[src/rtl/reset_release_seq.sv]
module reset_release_seq #(
  parameter int unsigned TIMEOUT_CYC  = 200000,
  parameter int unsigned STARTUP_CYC  = 300,
  parameter int unsigned UV_ENTER_CYC = 17,
  parameter int unsigned UV_EXIT_CYC  = 35,
  parameter int unsigned MR_MIN_CYC   = 1
) (
  input  logic clk,
  input  logic arst_n,
  input  logic uv_async,
  input  logic lockout,
  input  logic mr_async_n,
  output logic sys_rst_n
);
  localparam int unsigned UV_MAX = (UV_ENTER_CYC > UV_EXIT_CYC) ? UV_ENTER_CYC : UV_EXIT_CYC;
  localparam int unsigned TW = $clog2(TIMEOUT_CYC + 1);
  localparam int unsigned SW = $clog2(STARTUP_CYC + 1);
  localparam int unsigned UW = $clog2(UV_MAX + 1);
  localparam int unsigned MW = $clog2(MR_MIN_CYC + 1);

  logic [1:0] uv_sync, mr_sync;
  logic uv_s, mr_s;

  always_ff @(posedge clk or negedge arst_n)
    if (!arst_n) begin
      uv_sync <= 2'b00;
      mr_sync <= 2'b11;
    end else begin
      uv_sync <= {uv_sync[0], uv_async};
      mr_sync <= {mr_sync[0], mr_async_n};
    end

  assign uv_s = uv_sync[1];
  assign mr_s = mr_sync[1];

  logic [SW-1:0] st_cnt;
  logic st_done;
  assign st_done = (st_cnt == SW'(STARTUP_CYC));

  always_ff @(posedge clk or negedge arst_n)
    if (!arst_n)       st_cnt <= '0;
    else if (lockout)  st_cnt <= '0;
    else if (!st_done) st_cnt <= st_cnt + 1'b1;

  logic uv_q;
  logic [UW-1:0] uv_cnt, uv_lim;
  assign uv_lim = uv_q ? UW'(UV_EXIT_CYC - 1) : UW'(UV_ENTER_CYC - 1);

  always_ff @(posedge clk or negedge arst_n)
    if (!arst_n) begin
      uv_q   <= 1'b0;
      uv_cnt <= '0;
    end else if (uv_s == uv_q) begin
      uv_cnt <= '0;
    end else if (uv_cnt == uv_lim) begin
      uv_q   <= uv_s;
      uv_cnt <= '0;
    end else begin
      uv_cnt <= uv_cnt + 1'b1;
    end

  logic [MW-1:0] mr_cnt;
  logic mr_act;
  assign mr_act = (mr_cnt == MW'(MR_MIN_CYC));

  always_ff @(posedge clk or negedge arst_n)
    if (!arst_n)      mr_cnt <= '0;
    else if (mr_s)    mr_cnt <= '0;
    else if (!mr_act) mr_cnt <= mr_cnt + 1'b1;

  logic fault;
  assign fault = lockout | ~st_done | uv_q | mr_act;

  logic [TW-1:0] to_cnt;
  logic rel;

  always_ff @(posedge clk or negedge arst_n)
    if (!arst_n) begin
      to_cnt <= '0;
      rel    <= 1'b0;
    end else if (fault) begin
      to_cnt <= '0;
      rel    <= 1'b0;
    end else if (!rel) begin
      if (to_cnt == TW'(TIMEOUT_CYC - 1)) rel <= 1'b1;
      else                                to_cnt <= to_cnt + 1'b1;
    end

  assign sys_rst_n = rel & ~fault;
endmodule

[config.mk]
export PLATFORM = sky130hd
export DESIGN_NAME = reset_release_seq
export DESIGN_NICKNAME = d
export VERILOG_FILES = /design/src/rtl/reset_release_seq.sv
export SDC_FILE = /design/constraint.sdc
export NUM_CORES = 1
export LEC_CHECK = 0
export ABC_CLOCK_PERIOD_IN_PS = 2000
export CAP_MARGIN = 20
export CORE_MARGIN = 3
export CORE_UTILIZATION = 38
export DETAILED_ROUTE_END_ITERATION = 7
export SYNTH_ARGS = -nofsm -noshare
export SYNTH_HDL_FRONTEND = slang
export SYNTH_SLANG_ARGS = --single-unit
[constraint.sdc]
create_clock -name clk -period 2 [get_ports clk]
set_clock_uncertainty 0.05 [all_clocks]
set_input_delay 0.2 -clock clk [delete_from_list [all_inputs] [get_ports clk]]
set_output_delay 0.2 -clock clk [all_outputs]
set_load 0.1 [all_outputs]
==> key figures <==
Status
  – Status: finished, final reports clean

GRT
  – Global route overflow: 0
  – First-pass GRT wire length: 6.42 mm
  – Antenna violations before repair: 0
  – Total routing usage reported by global routing: 0.134
  – Vias in the first global route: 1414
  – Largest net degree at the start of global routing: 30

Critical path
  – Crit path arrival time: 1640 ps
  – Max incr delay on CP: 400 ps
  – Critical R2R Launch: to_cnt[15]$_DFFE_PN0P_
  – Critical path class: reg2out
  – Setup crit start kind: register
  – Cell breakdown of the critical path: inv_2, ha_1, nand4_1, nor4_4, and3_4, buf_12
  – Flop-to-flop setup slack: 160 ps
  – Reg2reg end: to_cnt[1]$_DFFE_PN0P_
  – Critical-path maximum fanout: 2
  – CP startpoint: st_cnt[0]$_DFFE_PN0P_
  – Worst r2r path cells: 5
  – Critical path endpoint category: output pin
  – Slowest CP cell: dfrtp_1
  – WP data required: 1750 ps

Routing
  – Via count: 1403
  – WL per Instance: 12.7 um
  – DRC Markers: 0
  – Drt first pass iters: 4
  – Initial DRC count: 61
  – Post-DRT Antenna Nets: 0
  – Post-DR vias/cell: 4.99
  – DRT Wirelength: 3.57 mm

CTS
  – TritonCTS buffer count: 5
  – Clock Sinks: 40
  – Clk slew on worst S/H paths: 90 ps
  – H-tree Lvls: 2
  – Longest Clk Path Bufs: 2
  – Clk Tree Root Cell: clkbuf_8
  – CTS tree: built
  – Worst skew pair latency: 300 ps

Die
  – Initial Utilization: 0.404
  – Num ports: 6
  – Std cell rows: 25
  – Core Area: 0.00485 mm2
  – Die height: 77.8 um
  – DIE WIDTH: 77.8 um
  – Die Area: 0.00605 mm2

Synth
  – Mapped Area: 0.00196 mm2
  – Syn Nets: 203
  – Syn Inst Count: 194
  – Post-Synth XOR/XNOR Area: 0.0984
  – Adder-cell share of the synthesized area: 0.0256
  – Dominant cells by area after synthesis: dfrtp_1 49%, nor2_1 6.1%, xnor2_1 5.8%
  – Compound-cell area share of the yosys netlist: 0.0569
  – Synth top area share: 0.486
  – Yosys warns: 0
  – Simple-Gate Fraction of Synth Area: 0.268
  – Sequential share of the synthesized area: 0.512
  – Post-synthesis mux area share: 0.0102
  – Ys async rst share: 1.00
  – Netlist cell types: 36
  – Post-synth EDFFs: 0
  – Seq cells post-synth: 40
  – Area leader, netlist: dfrtp_1
  – Post-Syn Area per Cell: 10.1 um2
  – Main combinational cell family by area after synthesis: simple AND/OR/NAND/NOR gates
  – Synth Flop Type: dfrtp_1

Power
  – Worst VDD drop: 398 uV
  – Total power draw: 1.70 mW
  – Pwr Density: 739 mW/mm2
  – Static leakage: 0.924 nW

Place
  – Dpl cells: 268
  – GPL Wtd Cong: 0.819
  – Placed cell area: 0.00211 mm2
  – Port bufs: 5
  – DPL Wire Length: 2.34 mm

Layout
  – Leading cell type in the layout, fill and taps excluded: dfrtp_1
  – Antenna diodes: 0
  – Fraction of layout cells with a size suffix above 1: 0.150
  – Final cell count without fillers: 281
  – Final Instance Area: 0.00229 mm2
  – Fillers: 456
  – Core Util, Final: 0.473
  – Most frequent cells in the layout: 38 x dfrtp_1, 32 x nor2_1, 13 x nand3_1, 13 x xnor2_1, 11 x buf_4
  – Nets: 223
  – Area grow syn2layout: 17.1%

Timing
  – RSZ-0062 raised after global routing: no
  – Period utilization: 0.947
  – Final setup violating endpoints: 0
  – Fmax: 0.528 GHz
  – Final worst path period need: 1890 ps
  – Setup TNS: 0 ps
  – Final Max Slew Viols: 0
  – Worst-Margin Slew: 408 ps
  – Max_slew headroom: 0.726
  – Hold Vio Cnt, Final: 0

Flow run
  – Max-cap violations: 0

Min path
  – Worst min-delay path class: in2async
-- stage by stage --
| step | setup WS, ps | hold WS (ps) |
|---|---|---|
| final | 106 | 250 |
| after global routing | 28.6 | 246 |
| after detailed placement | 178 | 46.4 |
| after CTS | 6.29 | 247 |
| after floorplan | 96.4 | -146 |
| after global placement | 218 | 45.8 |
-- worst max path at each step --
| stage | slack (ps) | end | cells past startpoint |
|---|---|---|---|
| after CTS | 6 | sys_rst_n | 6 |
| after floorplan | 100 | sys_rst_n | 5 |
| final | 110 | sys_rst_n | 6 |
| after global routing | 30 | sys_rst_n | 6 |
| after global placement | 220 | to_cnt[1]$_DFFE_PN0P_ | 5 |
| after detailed placement | 180 | to_cnt[1]$_DFFE_PN0P_ | 5 |
-- what timing repair did --
| action | 4_1_cts | 5_1_grt |
|---|---|---|
| endpoints found under the hold margin | 11 | 0 |
| gates resized for setup | 2 | 0 |
| pin swaps | 2 | 1 |
| endpoints found under the setup margin | 1 | 1 |
| hold buffers | 1 | 0 |
| buffers inserted | 4 | 1 |
-- synth_stat cells (2+ instances only) --
cell / count
a211oi_1: 2
a21oi_1: 8
a31oi_1: 2
and3_1: 2
buf_6: 2
clkbuf_1: 2
dfrtp_1: 38
dfstp_2: 2
ha_1: 4
inv_1: 7
mux2i_1: 2
nand2_1: 9
nand3_1: 13
nand4_1: 6
nand4b_1: 2
nor2_1: 32
nor2b_1: 3
nor3_1: 9
nor4b_1: 2
nor4bb_1: 2
o21ai_0: 7
or3_1: 4
xnor2_1: 13
xor2_1: 9
-- cell type report --
| type | instances | area (um2) | share of cell area |
|---|---|---|---|
| flip-flops and latches | 40 | 1000 | 0.438 |
| well taps | 67 | 83.8 | 0.0366 |
| clock inverters | 2 | 60.1 | 0.0262 |
| repair buffers | 17 | 148 | 0.0644 |
| multi-input cells | 143 | 903 | 0.394 |
| clock buffers | 5 | 68.8 | 0.0300 |
| inverters | 7 | 26.3 | 0.0115 |
-- state kept, by name, indices dropped and copies added (netlist names) --
register / count
uv_sync: 2
uv_cnt: 6
to_cnt: 18
mr_act: 1
st_cnt: 9
mr_sync: 2
rel: 1
uv_q: 1
-- kinds of logic (layout without fill, tap and decap cells) --
group,count (synthesis),in the layout
xor+xnor,22,22
fa+ha+maj,4,4
flops,40,40
compound gates,20,20
mux,2,2
simple gates,95,95
buf+inv,11,31
-- layer usage --
metal,up-vias,track usage,share of wire
met5,-,0,0
met4,0,0.0641,0.020
met3,7,0.0360,0.025
met2,12,0.211,0.46
met1,682,0.169,0.49
li1,702,-,-
-- power breakdown --
part	internal (mW)	switching, mW	total (mW)
clock	0.492	0.294	0.785
combinational	0.0332	0.0408	0.0741
sequential	0.825	0.0115	0.836
total	1.35	0.346	1.70
-- critical path: cells and delay by family, from the launching register on --
kind | cells | cell delay, ps
adders and majority gates | 1 | 140
buffers and inverters | 2 | 230
DFF | 1 | 400
and+or+nand+nor | 3 | 570
Note: power is estimated with default switching activity, not from simulation.
